--- src/rtl/alarm_match.sv ---
module alarm_match #(
  parameter int W = 8
) (
  input  logic         clk,
  input  logic         rst_n,
  input  logic         upd_done,
  input  logic         set_hold,
  input  logic [W-1:0] tm_sec,
  input  logic [W-1:0] tm_min,
  input  logic [W-1:0] tm_hr,
  input  logic [W-1:0] al_sec,
  input  logic [W-1:0] al_min,
  input  logic [W-1:0] al_hr,
  output logic         alarm_hit
);
  localparam int MSB = W - 1;

  logic       upd_q;
  logic [2:0] fld_ok;
  logic       fire;

  assign fld_ok[0] = al_sec[MSB] | (al_sec == tm_sec);
  assign fld_ok[1] = al_min[MSB] | (al_min == tm_min);
  assign fld_ok[2] = al_hr[MSB]  | (al_hr  == tm_hr);
  assign fire      = upd_done & ~upd_q & ~set_hold & (&fld_ok);

  always_ff @(posedge clk or negedge rst_n) begin
    if (!rst_n) begin
      upd_q     <= 1'b0;
      alarm_hit <= 1'b0;
    end else begin
      upd_q     <= upd_done;
      alarm_hit <= fire;
    end
  end
endmodule


--- config.mk ---
export PLATFORM = sky130hd
export DESIGN_NAME = alarm_match
export DESIGN_NICKNAME = d
export VERILOG_FILES = /design/src/rtl/alarm_match.sv
export SDC_FILE = /design/constraint.sdc
export NUM_CORES = 1
export LEC_CHECK = 0
export ABC_CLOCK_PERIOD_IN_PS = 800
export BUFFER_PORTS_ARGS = -buffer_cell sky130_fd_sc_hd__buf_2
export CAP_MARGIN = 20
export CELL_PAD_IN_SITES_DETAIL_PLACEMENT = 0
export CELL_PAD_IN_SITES_GLOBAL_PLACEMENT = 1
export CORE_MARGIN = 3
export CORE_UTILIZATION = 13
export CTS_CLUSTER_DIAMETER = 200
export DETAILED_ROUTE_END_ITERATION = 10
export GPL_TIMING_DRIVEN = 0
export PLACE_DENSITY_LB_ADDON = 0.1
export SLEW_MARGIN = 0
export SYNTH_ARGS = -nofsm -noshare
export SYNTH_HDL_FRONTEND = slang
export SYNTH_SLANG_ARGS = --single-unit
export TNS_END_PERCENT = 10
--- constraint.sdc ---
create_clock -name clk -period 0.8 [get_ports clk]
set_input_delay 0.12 -clock clk [delete_from_list [all_inputs] [get_ports clk]]
set_output_delay 0.12 -clock clk [all_outputs]
set_load 0.005 [all_outputs]
== After elaboration in Yosys (flattened, before gate mapping) ==
Index checks and enable logic that the tools add are counted.

* Input port bits: 52
* Bits in registers: 2

* Equality and inequality tests: 3
* Reduce and logical (&&, ||, !) cells: 1
* Bitwise logic cells: 8

{| class="wikitable"
|+ Operators by type and width
! kind !! number
|-
| equality test 8 bit || 3
|-
| AND 1 bit || 3
|-
| OR 1 bit || 3
|-
| AND reduction 3 bit || 1
|-
| inverter 1 bit || 2
|}

== Logic depth before layout (Yosys ltp) ==
Gate-level depths: netlist of run 1.

* Depth after elaboration: 4
* Mapped depth: 4
* Depth with buffers taken out: 4

== Least setup slack after synthesis of run 1 ==
Ideal clock, no wire load.

* Kind: input to register
* Start point: in tm_hr[1]
* End point: reg alarm_hit
* Arrival time: 0.835 ns
* Stages: 4
* Setup slack: -0.136 ns
* Buffers on the path: 0
* Required time: 0.699 ns
* Path through: xor2_1 -> nor4_1 -> a21oi_1 -> nor4_1

* Word-level cells in the longest chain between the ends: 4

{| class="wikitable"
|+ RTL lines
! what !! line !! source
|-
| start: declaration || 10 || <nowiki>input logic [W-1:0] tm_hr,</nowiki>
|-
| equality test 8 bit || 24 || <nowiki>assign fld_ok[2] = al_hr[MSB] | (al_hr == tm_hr);</nowiki>
|-
| OR 1 bit || 24 ||
|-
| AND reduction 3 bit || 25 || <nowiki>assign fire = upd_done & ~upd_q & ~set_hold & (&fld_ok);</nowiki>
|-
| AND 1 bit || 25 ||
|-
| via fire || 20 || <nowiki>logic fire;</nowiki>
|-
| end signal: assignment || 33 || <nowiki>alarm_hit <= fire;</nowiki>
|-
| end: declaration || 14 || <nowiki>output logic alarm_hit</nowiki>
|}

The timed path passes the listed nets, and every way through them passes these cells.

== Worst setup path after layout of run 1 ==
* Start point: in tm_sec[5]
* End point: reg alarm_hit

* Word-level cells in the longest chain between the ends: 4

{| class="wikitable"
|+ RTL lines
! what !! line !! source
|-
| start: declaration || 8 || <nowiki>input logic [W-1:0] tm_sec,</nowiki>
|-
| equality test 8 bit || 22 || <nowiki>assign fld_ok[0] = al_sec[MSB] | (al_sec == tm_sec);</nowiki>
|-
| OR 1 bit || 22 ||
|-
| AND reduction 3 bit || 25 ||
|-
| AND 1 bit || 25 ||
|-
| via fire || 20 ||
|}

The timed path passes the listed nets, and every way through them passes these cells.

==> summary.txt, run 1 <==
Global routing
  – First-pass GRT wire length: 1449 um
  – Largest net degree at the start of global routing: 3
  – Total routing resource utilization after global routing: 7.391%
  – Antenna violations before repair: 0
  – Residual overflow from global routing: 0
  – Number of global-route vias before repair: 400

Clock network
  – Clock tree buffer depth: 2
  – Skew-Pair Late Insertion Delay: 0.22 ns
  – Clock tree from TritonCTS: done
  – Number of buffers added by the clock tree synthesis step: 3
  – H-tree depth: 1
  – Number of sinks driven by the clock tree: 2
  – Register clock-pin slew on the reported worst setup and hold paths: 0.03 ns
  – Cell at the root of the clock tree: sky130_fd_sc_hd__clkbuf_4

Pwr
  – Power share of the combinational group: 43.0%
  – Clock network fraction of design power: 38.6%
  – Internal power: 426.7 uW
  – Proportion of power drawn by flip-flops and latches: 18.3%
  – Net Sw Frac: 26.30%
  – Power Dens Cells: 876.4 nW/um^2
  – Switching power of the nets: 152.3 uW
  – Static Leak: 0.3598 nW
  – Max IR drop VDD: 0.3140 mV

Logic synthesis
  – Mean area per synthesized cell: 8.580 sq um
  – Main area contributors after synthesis: sky130_fd_sc_hd__xor2_1, sky130_fd_sc_hd__dfrtp_1, sky130_fd_sc_hd__nor4_1
  – Top-area cell type share of the netlist area: 61.25%
  – Mapped Nets: 87
  – Dominant cell type by area after synthesis: sky130_fd_sc_hd__xor2_1
  – Area of the mapped netlist: 300.3 sq um
  – Ys Warns: 0
  – Seq cells post-synth: 2
  – Distinct cell type count after synthesis: 6
  – Mapped Cells: 35
  – Sequential share of the synthesized area: 16.67%

STA
  – Final critical-path share of the clock period: 109.9%
  – Final critical delay including setup and external delays: 0.8790 ns
  – Clock Skew: 0.002127 ns
  – Worst-Margin Slew: 0.2797 ns
  – Number of hold violations in the final report: 0
  – Final setup slack of the worst path: -0.07903 ns
  – Worst max-slew margin expressed relative to the limit: 81.18%
  – Final-report max-slew violation count: 0
  – RSZ-0062 raised after global routing: true
  – Number of setup violations in the final report: 2
  – Final hold slack: 0.02233 ns
  – Maximum clock rate: 1.138 GHz

Drt
  – First-iteration detailed-routing DRC count: 0
  – Avg Vias per Cell: 3.686
  – Number of vias in the routed layout: 435
  – Iteration count of the initial detailed-routing pass: 1
  – Average wire per standard cell: 9.220 um
  – Final antenna-violating net count: 0
  – Total wirelength of the detailed-routed design: 1088 um
  – Detailed-route DRC error count: 0

Status
  – Failing checks: setup timing
  – Status: finished, violations left

Layout
  – Share of post-route cells with drive strength above 1: 62.64%
  – Layout Cell Area excl Fill: 660.6 sq um
  – Net count, final: 145
  – Layout Area Growth over Synthesis: 120.0%
  – Antenna diode instance count: 0

Floorplan
  – Initial standard-cell utilization of the core: 14.42%
  – Core area: 2082 sq um
  – Die boundary width: 54.06 um
  – Die height: 54.06 um
  – Standard-cell row count: 16
  – Die area: 2922 sq um
  – Boundary pin count: 53

Worst setup path
  – Critical Path Most Common Cell: sky130_fd_sc_hd__nor4_1
  – Reg-to-Reg Start: upd_q
  – Kind of critical path: input port to register
  – R2R cell count: 3
  – Required time worst endpoint: 0.92 ns
  – Maximum fanout along the worst path: 1
  – Data arrival, critical path: 1.00 ns
  – Launching instance or port of the critical path: tm_sec[5]
  – Critical path's largest stage delay: 0.27 ns
  – Startpoint types: input port
  – Nature of the critical path endpoint: register
  – Slowest stage cell on the critical path: sky130_fd_sc_hd__nor4_1
  – Series of cell instances along the critical path: buf_6 -> xor2_1 -> nor4_1 -> a21oi_1 -> nor4_1

Place
  – Detailed placement HPWL: 969.4 um
  – Area of placed instances: 594.3 sq um
  – Number of port buffers: 52
  – Routability congestion estimate from global placement: 0.5690

Min path
  – Startpoint of the worst hold path: upd_done
  – Number of cells traversed by the worst hold path: 1
  – Class of the tightest hold or removal check: input port to register

Flow run
  – Max-Cap Viols: 0
cells in the final DEF, fill, tap and decap left out:
master                          instances
sky130_fd_sc_hd__nand2_1                1
sky130_fd_sc_hd__buf_2                 48
sky130_fd_sc_hd__nor4_2                 1
sky130_fd_sc_hd__clkbuf_4               3
sky130_fd_sc_hd__nor2_2                 1
sky130_fd_sc_hd__dfrtp_1                2
sky130_fd_sc_hd__xor2_1                21
sky130_fd_sc_hd__nor4_1                 6
sky130_fd_sc_hd__dlygate4sd3_1          1
sky130_fd_sc_hd__a21oi_1                3
sky130_fd_sc_hd__buf_6                  4
through the flow:
step	total power, mW	instances	setup WS (ns)	util (%)	setup TNS [ns]
global placement	0.3355	114	-0.3648	28.55	-0.3648
detailed placement	0.3363	114	-0.3723	28.55	-0.3723
floorplan	0.1879	35	-0.1220	-	-0.1220
finish	0.5790	118	-0.07903	31.73	-0.08249
CTS	0.5885	118	-0.1172	30.71	-0.1368
global route	0.6325	118	-0.1586	31.73	-0.2079
registers in the layout, summed over array words and instances, names as in the netlist:
name / flops
upd_q: 1
alarm_hit: 1
worst max-delay path: cells and delay by family:
family | cells | cell delay, ns
buffers and inverters | 1 | 0.09
and+or+nand+nor | 2 | 0.52
AOI/OAI and AO/OA | 1 | 0.12
xor gates and xnor gates | 1 | 0.15
power groups by stage:
stage / sequential, mW / clock, mW / combinational [mW]
floorplan: 0.107 / 0 / 0.0811
global placement: 0.107 / 0 / 0.229
detailed placement: 0.107 / 0 / 0.230
CTS: 0.106 / 0.242 / 0.241
global route: 0.107 / 0.247 / 0.279
finish: 0.106 / 0.224 / 0.249
path summary, 6_finish.rpt:
path,to,slack (ns)
worst min-delay path,upd_q,0.02
worst max-delay path,alarm_hit,-0.08
worst max register to register,alarm_hit,-0.07
max in group asynchronous,alarm_hit,0.48
min in group asynchronous,upd_q,0.22
worst min register to register,alarm_hit,0.50
synth_stat cells:
master                     n
sky130_fd_sc_hd__nand2_1   1
sky130_fd_sc_hd__dfrtp_1   2
sky130_fd_sc_hd__xor2_1   21
sky130_fd_sc_hd__nor2_1    1
sky130_fd_sc_hd__a21oi_1   3
sky130_fd_sc_hd__nor4_1    7
layout make-up:
class                      count  area (sq um)
clock buffer                   3         22.52
fill                         244          1421
multi-input combinational     33         259.0
sequential                     2         50.05
tap                           27         33.78
timing repair buffer          53         295.3
timing repair:
item	CTS	global route
setup buffers	0	0
hold buffers	1	0
endpoints found under the hold margin	2	0
gates resized for setup	2	4
endpoints found under the setup margin	2	2
pin swaps	2	0
per-layer routing:
metal / wire length (um) / global-route usage [%] / up-vias / share of wire [%]
li1: - / - / 234 / -
met1: 360 / 7.667 / 172 / 33
met3: 186 / 4.155 / 0 / 17
met5: 0 / 0 / - / 0
met4: 0 / 6.224 / 0 / 0
met2: 541 / 10.69 / 29 / 50
cells by family after synthesis:
| group | count (synthesis) | synth area share [%] |
|---|---|---|
| flip-flops | 2 | 16.67 |
| AO/OA/AOI/OAI | 3 | 4.999 |
| XOR/XNOR | 21 | 61.25 |
| AND/OR/NAND/NOR | 9 | 17.08 |
No activity file was read; power rests on OpenSTA's default activity.
==> run 2: changes to the inputs <==
--- a/config.mk
+++ b/config.mk
@@ -11,5 +11,5 @@
 export CELL_PAD_IN_SITES_DETAIL_PLACEMENT = 0
 export CELL_PAD_IN_SITES_GLOBAL_PLACEMENT = 1
-export CORE_MARGIN = 3
+export CORE_MARGIN = 4
 export CORE_UTILIZATION = 13
 export CTS_CLUSTER_DIAMETER = 200
==> constraint.sdc (replaced) <==
create_clock -name clk -period 0.8 [get_ports clk]
set_input_delay 0.04 -clock clk [delete_from_list [all_inputs] [get_ports clk]]
set_output_delay 0.04 -clock clk [all_outputs]
set_load 0.005 [all_outputs]
==> summary.txt, run 2 (synthesis results as in run 1) <==
Status
  – Status: finished, violations left (unchanged)
  – Failing checks: setup timing (unchanged)

Layout
  – Filler cell count: 249 (was 244)
  – Register area: 50.05 sq um (unchanged)
  – Final standard cell count with taps included and fillers excluded: 120 (was 118)
  – Net count, final: 146 (was 145)
  – Layout Cell Area excl Fill: 650.6 sq um (was 660.6 sq um)
  – Layout Area Growth over Synthesis: 116.7% (was 120.0%)
  – Share of post-route cells with drive strength above 1: 59.78% (was 62.64%)
  – Footprint of the multi-input gates: 250.2 sq um (was 259.0 sq um)
  – Antenna diode instance count: 0 (unchanged)
  – Largest registers: alarm_hit: 1 flops, upd_q: 1 flops (unchanged)
  – Commonest non-fill, non-tap cell in the layout: sky130_fd_sc_hd__buf_2 (unchanged)
  – Highest-count cells in the layout ignoring fill and taps: sky130_fd_sc_hd__buf_2, sky130_fd_sc_hd__xor2_1, sky130_fd_sc_hd__nor4_1, sky130_fd_sc_hd__a21oi_1, sky130_fd_sc_hd__clkbuf_4 (was sky130_fd_sc_hd__buf_2, sky130_fd_sc_hd__xor2_1, sky130_fd_sc_hd__nor4_1, sky130_fd_sc_hd__buf_6)

Flow run
  – Max-Cap Viols: 0 (unchanged)

STA
  – Number of hold violations in the final report: 0 (unchanged)
  – Final-report max-slew violation count: 0 (unchanged)
  – Final setup slack of the worst path: -0.02864 ns (was -0.07903 ns)
  – Number of setup violations in the final report: 1 (was 2)
  – Maximum clock rate: 1.207 GHz (was 1.138 GHz)
  – RSZ-0062 raised after global routing: true (unchanged)
  – Clock Skew: 0.002652 ns (was 0.002127 ns)
  – Worst max-slew margin expressed relative to the limit: 82.87% (was 81.18%)
  – Final critical-path share of the clock period: 103.6% (was 109.9%)
  – Worst-Margin Slew: 0.2546 ns (was 0.2797 ns)
  – Final critical delay including setup and external delays: 0.8286 ns (was 0.8790 ns)

Floorplan
  – Initial standard-cell utilization of the core: 13.57% (was 14.42%)
  – Standard-cell row count: 17 (was 16)
  – Die height: 56.06 um (was 54.06 um)
  – Boundary pin count: 53 (unchanged)
  – Core area: 2212 sq um (was 2082 sq um)
  – Die area: 3143 sq um (was 2922 sq um)
  – Die boundary width: 56.06 um (was 54.06 um)

Pwr
  – Static Leak: 0.3594 nW (was 0.3598 nW)
  – Power share of the combinational group: 42.3% (was 43.0%)
  – Net Sw Frac: 25.31% (was 26.30%)
  – Clock network fraction of design power: 39.0% (was 38.6%)
  – Internal power: 421.7 uW (was 426.7 uW)
  – Proportion of power drawn by flip-flops and latches: 18.7% (was 18.3%)
  – Max IR drop VDD: 0.3245 mV (was 0.3140 mV)
  – Switching power of the nets: 142.9 uW (was 152.3 uW)
  – Power Dens Cells: 867.9 nW/um^2 (was 876.4 nW/um^2)

Clock network
  – Skew-Pair Late Insertion Delay: 0.22 ns (about the same)
  – Clock tree buffer depth: 2 (unchanged)
  – Clock tree from TritonCTS: done (unchanged)
  – Post-CTS setup repair buffer count: 0 (unchanged)
  – Register clock-pin slew on the reported worst setup and hold paths: 0.03 ns (about the same)
  – Cell at the root of the clock tree: sky130_fd_sc_hd__clkbuf_4 (unchanged)
  – H-tree depth: 1 (unchanged)
  – Number of buffers added by the clock tree synthesis step: 3 (unchanged)
  – Number of sinks driven by the clock tree: 2 (unchanged)

Drt
  – First-iteration detailed-routing DRC count: 3 (was 0)
  – Final antenna-violating net count: 0 (unchanged)
  – Number of vias in the routed layout: 458 (was 435)
  – Total wirelength of the detailed-routed design: 1073 um (was 1088 um)
  – Detailed-route DRC error count: 0 (unchanged)
  – Avg Vias per Cell: 3.817 (was 3.686)
  – Iteration count of the initial detailed-routing pass: 2 (was 1)
  – Average wire per standard cell: 8.942 um (was 9.220 um)

Global routing
  – Number of global-route vias before repair: 448 (was 400)
  – Residual overflow from global routing: 0 (unchanged)
  – Total routing resource utilization after global routing: 6.537% (was 7.391%)
  – First-pass GRT wire length: 1600 um (was 1449 um)
  – Largest net degree at the start of global routing: 3 (unchanged)
  – Antenna violations before repair: 0 (unchanged)

Min path
  – Class of the tightest hold or removal check: input port to register (unchanged)

Worst setup path
  – Reg-to-Reg Start: upd_q (unchanged)
  – Maximum fanout along the worst path: 1 (unchanged)
  – Required time worst endpoint: 0.92 ns (about the same)
  – R2r setup slk: 0.04 ns (was -0.07 ns)
  – Launching instance or port of the critical path: tm_min[4] (was tm_sec[5])
  – Startpoint types: input port (unchanged)
  – Last element of the critical path: alarm_hit (unchanged)
  – Critical R2R Capture: alarm_hit (unchanged)
  – Nature of the critical path endpoint: register (unchanged)
  – R2R cell count: 3 (unchanged)
  – Data arrival, critical path: 0.95 ns (was 1.00 ns)
  – Kind of critical path: input port to register (unchanged)

Place
  – Number of port buffers: 52 (unchanged)
  – Detailed placement HPWL: 994.8 um (was 969.4 um)
  – Routability congestion estimate from global placement: 0.7234 (was 0.5690)
  – Area of placed instances: 595.6 sq um (was 594.3 sq um)
  – Cell count after placement: 115 (was 114)
  – Post-Place Worst Slack: -0.2572 ns (was -0.3723 ns)
-- run 2: changes by cell type in the layout (fill, tap and decap cells not counted), sizes merged --
cell | previous run | this run
dlygate4sd3 | 1 | 2
-- run 2: timing repair --
action,CTS,global route
hold endpoints to repair,3,0
hold buffers,2,0
setup endpoints to repair,1,1
gates resized for setup,2,0
pin swaps,5,2
-- run 2: worst max-delay path: stages --
cell and delay (ns):
sky130_fd_sc_hd__buf_2 0.10, sky130_fd_sc_hd__xor2_1 0.15, sky130_fd_sc_hd__nor4_1 0.27, sky130_fd_sc_hd__a21oi_1 0.12
sky130_fd_sc_hd__nor4_1 0.27
-- run 2: cell type report --
class,instances,share of cell area [%]
repair buffers,54,45.00
well taps,28,5.385
flip-flops and latches,2,7.692
multi-input cells,33,38.46
clock buffers,3,3.462
-- run 2: power groups by stage --
stage	Clock (mW)	Sequential (mW)	Combinational, mW
after floorplan	0	0.107	0.0811
after global placement	0	0.107	0.229
after detailed placement	0	0.107	0.228
after CTS	0.235	0.106	0.242
after global routing	0.236	0.106	0.269
final	0.220	0.106	0.239
-- run 2: metal layers --
layer / vias up / wire length [um] / GRT usage (%)
li1: 236 / - / -
met1: 188 / 327 / 5.205
met2: 34 / 534 / 11.85
met3: 0 / 212 / 3.944
met4: 0 / 0 / 4.068
met5: - / 0 / 0
-- run 2: worst min-delay path by stage --
| stage | startpoint | endpoint | depth (start not counted) | slack [ns] |
|---|---|---|---|---|
| 6_report | set_hold | alarm_hit | 4 | 0.06 |
| 5_1_grt | set_hold | alarm_hit | 4 | 0.08 |
| 4_1_cts | set_hold | alarm_hit | 4 | 0.06 |
| 3_5_place_dp | rst_n | upd_q | 1 | -0.17 |
| 3_3_place_gp | rst_n | upd_q | 1 | -0.17 |
| 2_1_floorplan | rst_n | alarm_hit | 0 | -0.26 |
-- run 2: through the flow --
stage	utilization [%]	setup TNS, ns	total power [mW]	hold WS (ns)
after floorplan	-	-0.04202	0.1879	-0.2556
after global placement	26.92	-0.2675	0.3359	-0.1715
after detailed placement	26.92	-0.2572	0.3353	-0.1701
after CTS	29.41	-0.05019	0.5832	0.06017
after global routing	29.41	-0.1271	0.6107	0.08260
final	29.41	-0.02864	0.5646	0.06307
==> run 3: changes to the inputs <==
Settings changed: BUFFER_PORTS_ARGS -buffer_cell sky130_fd_sc_hd__buf_2 to unset, CORE_AREA set to 4 4 41 43, CORE_MARGIN 4 to unset, CORE_UTILIZATION 13 to unset, DIE_AREA set to 0 0 45 47, DONT_BUFFER_PORTS set to 1, PLACE_DENSITY_LB_ADDON 0.1 to 0.2.
==> summary.txt, run 3 (synthesis results as in run 1) <==
Floorplan
  – Boundary pin count: 53 (unchanged)
  – Die height: 47 um (was 56.06 um)
  – Initial standard-cell utilization of the core: 23.08% (was 13.57%)
  – Core area: 1301 sq um (was 2212 sq um)
  – Standard-cell row count: 13 (was 17)
  – Die boundary width: 45 um (was 56.06 um)
  – Die area: 2115 sq um (was 3143 sq um)

Worst setup path
  – Nature of the critical path endpoint: register (unchanged)
  – R2r setup slk: 0.05 ns (was 0.04 ns)
  – Data arrival, critical path: 0.87 ns (was 0.95 ns)
  – R2R cell count: 3 (unchanged)
  – Critical path's largest stage delay: 0.35 ns (was 0.27 ns)
  – Reg-to-Reg Start: upd_q (unchanged)
  – Slowest stage cell on the critical path: sky130_fd_sc_hd__dfrtp_1 (was sky130_fd_sc_hd__nor4_1)
  – Critical R2R Capture: alarm_hit (unchanged)
  – Startpoint types: register (was input port)
  – Maximum fanout along the worst path: 1 (unchanged)
  – Series of cell instances along the critical path: nor2_1 -> nand2_1 -> nor4_2 (was buf_2 -> xor2_1 -> nor4_1 -> a21oi_1 -> nor4_1)
  – Required time worst endpoint: 0.93 ns (was 0.92 ns)
  – Kind of critical path: register to register (was input port to register)

Layout
  – Layout Area Growth over Synthesis: 27.92% (was 116.7%)
  – Largest registers: alarm_hit: 1 flops, upd_q: 1 flops (unchanged)
  – Filler cell count: 147 (was 249)
  – Highest-count cells in the layout ignoring fill and taps: sky130_fd_sc_hd__xor2_1, sky130_fd_sc_hd__nor4_1, sky130_fd_sc_hd__a21oi_1, sky130_fd_sc_hd__clkbuf_4, sky130_fd_sc_hd__dlygate4sd3_1 (was sky130_fd_sc_hd__buf_2, sky130_fd_sc_hd__xor2_1, sky130_fd_sc_hd__nor4_1, sky130_fd_sc_hd__a21oi_1, sky130_fd_sc_hd__clkbuf_4)
  – Commonest non-fill, non-tap cell in the layout: sky130_fd_sc_hd__xor2_1 (was sky130_fd_sc_hd__buf_2)
  – Net count, final: 95 (was 146)
  – Final standard cell count with taps included and fillers excluded: 56 (was 120)
  – Share of post-route cells with drive strength above 1: 12.20% (was 59.78%)
  – Footprint of the multi-input gates: 262.8 sq um (was 250.2 sq um)
  – Antenna diode instance count: 0 (unchanged)
  – Register area: 50.05 sq um (unchanged)

STA
  – Final setup slack of the worst path: 0.05348 ns (was -0.02864 ns)
  – Final-report max-slew violation count: 0 (unchanged)
  – Clock Skew: 0.002157 ns (was 0.002652 ns)
  – Worst max-slew margin expressed relative to the limit: 83.52% (was 82.87%)
  – RSZ-0062 raised after global routing: true (unchanged)
  – Number of setup violations in the final report: 0 (was 1)
  – Final critical-path share of the clock period: 93.31% (was 103.6%)
  – Number of hold violations in the final report: 0 (unchanged)
  – Final critical delay including setup and external delays: 0.7465 ns (was 0.8286 ns)
  – Maximum clock rate: 1.340 GHz (was 1.207 GHz)
  – Worst-Margin Slew: 0.2449 ns (was 0.2546 ns)

Status
  – Status: complete, no violations (was finished, violations left)

Global routing
  – Total routing resource utilization after global routing: 8.438% (was 6.537%)
  – Antenna violations before repair: 0 (unchanged)
  – First-pass GRT wire length: 1166 um (was 1600 um)
  – Largest net degree at the start of global routing: 3 (unchanged)
  – Residual overflow from global routing: 0 (unchanged)
  – Number of global-route vias before repair: 329 (was 448)

Pwr
  – Max IR drop VDD: 0.1918 mV (was 0.3245 mV)
  – Power Dens Cells: 1140 nW/um^2 (was 867.9 nW/um^2)
  – Static Leak: 0.1539 nW (was 0.3594 nW)

Place
  – Post-Place Worst Slack: -0.1357 ns (was -0.2572 ns)
  – Number of port buffers: 0 (was 52)
  – Detailed placement HPWL: 839.7 um (was 994.8 um)
  – Cell count after placement: 50 (was 115)
  – Routability congestion estimate from global placement: 0.6247 (was 0.7234)

Clock network
  – Number of buffers added by the clock tree synthesis step: 3 (unchanged)
  – Number of sinks driven by the clock tree: 2 (unchanged)
  – Skew-Pair Late Insertion Delay: 0.22 ns (about the same)
  – Clock tree buffer depth: 2 (unchanged)
  – Post-CTS setup repair buffer count: 0 (unchanged)
  – Clock tree from TritonCTS: done (unchanged)
  – Register clock-pin slew on the reported worst setup and hold paths: 0.03 ns (about the same)
  – H-tree depth: 1 (unchanged)
  – Cell at the root of the clock tree: sky130_fd_sc_hd__clkbuf_4 (unchanged)

Drt
  – Avg Vias per Cell: 5.339 (was 3.817)
  – Detailed-route DRC error count: 0 (unchanged)
  – Total wirelength of the detailed-routed design: 891 um (was 1073 um)
  – Iteration count of the initial detailed-routing pass: 2 (unchanged)
  – Final antenna-violating net count: 0 (unchanged)
  – Average wire per standard cell: 15.91 um (was 8.942 um)
  – First-iteration detailed-routing DRC count: 1 (was 3)
  – Number of vias in the routed layout: 299 (was 458)

Min path
  – Class of the tightest hold or removal check: input port to asynchronous set/reset pin (was input port to register)

Flow run
  – Max-Cap Viols: 0 (unchanged)
## run 3: cell types whose count changed in the layout (fill, tap and decap cells not counted), sizes merged
cell         delta
dlygate4sd3     +1
buf            -52
## run 3: final cells by class
| cell class | instances | area share [%] |
|---|---|---|
| sequential | 2 | 13.03 |
| timing repair buffer | 3 | 7.818 |
| clock buffer | 3 | 5.863 |
| multi-input combinational | 33 | 68.40 |
| tap | 15 | 4.886 |
## run 3: worst max-delay path, delay by kind of cell (launching register included)
family / cells / cell delay [ns]
flops: 1 / 0.35
simple gates: 3 / 0.31
## run 3: how the worst max path moves through the flow
stage / to / startpoint
after global routing: alarm_hit / upd_q
after detailed placement: alarm_hit / tm_sec[2]
after floorplan: alarm_hit / tm_sec[2]
after CTS: alarm_hit / upd_q
after global placement: alarm_hit / tm_sec[2]
final: alarm_hit / upd_q
## run 3: routing by layer
layer  part of all wire [%]  global-route usage, %  vias up
met5                      0                      0        -
met3                     20                  5.364        0
met4                      0                  7.018        0
li1                       -                      -      134
met1                     22                  5.204      135
met2                     58                  16.38       30
## run 3: where the power goes
| part | internal, mW | leakage [nW] | switching [mW] |
|---|---|---|---|
| Sequential | 0.105 | 0.0256 | 0.000897 |
| Clock | 0.165 | 0.0138 | 0.0554 |
| Combinational | 0.0656 | 0.115 | 0.0455 |
## run 3: stage by stage
stage / TNS [ns] / power, mW / util, % / area, sq um / hold slack, ns
2_1_floorplan: -0.04202 / 0.1879 / - / 300.3 / -0.2556
3_3_place_gp: -0.1317 / 0.1940 / 24.52 / 319.1 / -0.2555
3_5_place_dp: -0.1357 / 0.1996 / 24.52 / 319.1 / -0.2555
4_1_cts: 0 / 0.4457 / 28.56 / 371.6 / 0.04460
5_1_grt: -0.01003 / 0.4640 / 29.52 / 384.1 / 0.06366
6_report: 0 / 0.4378 / 29.52 / 384.1 / 0.05191
## run 3: repair_timing
item | 4_1_cts | 5_1_grt
pin swaps | 1 | 0
setup endpoints to repair | 1 | 1
endpoints found under the hold margin | 4 | 0
hold buffers | 3 | 0
gates resized for setup | 0 | 2
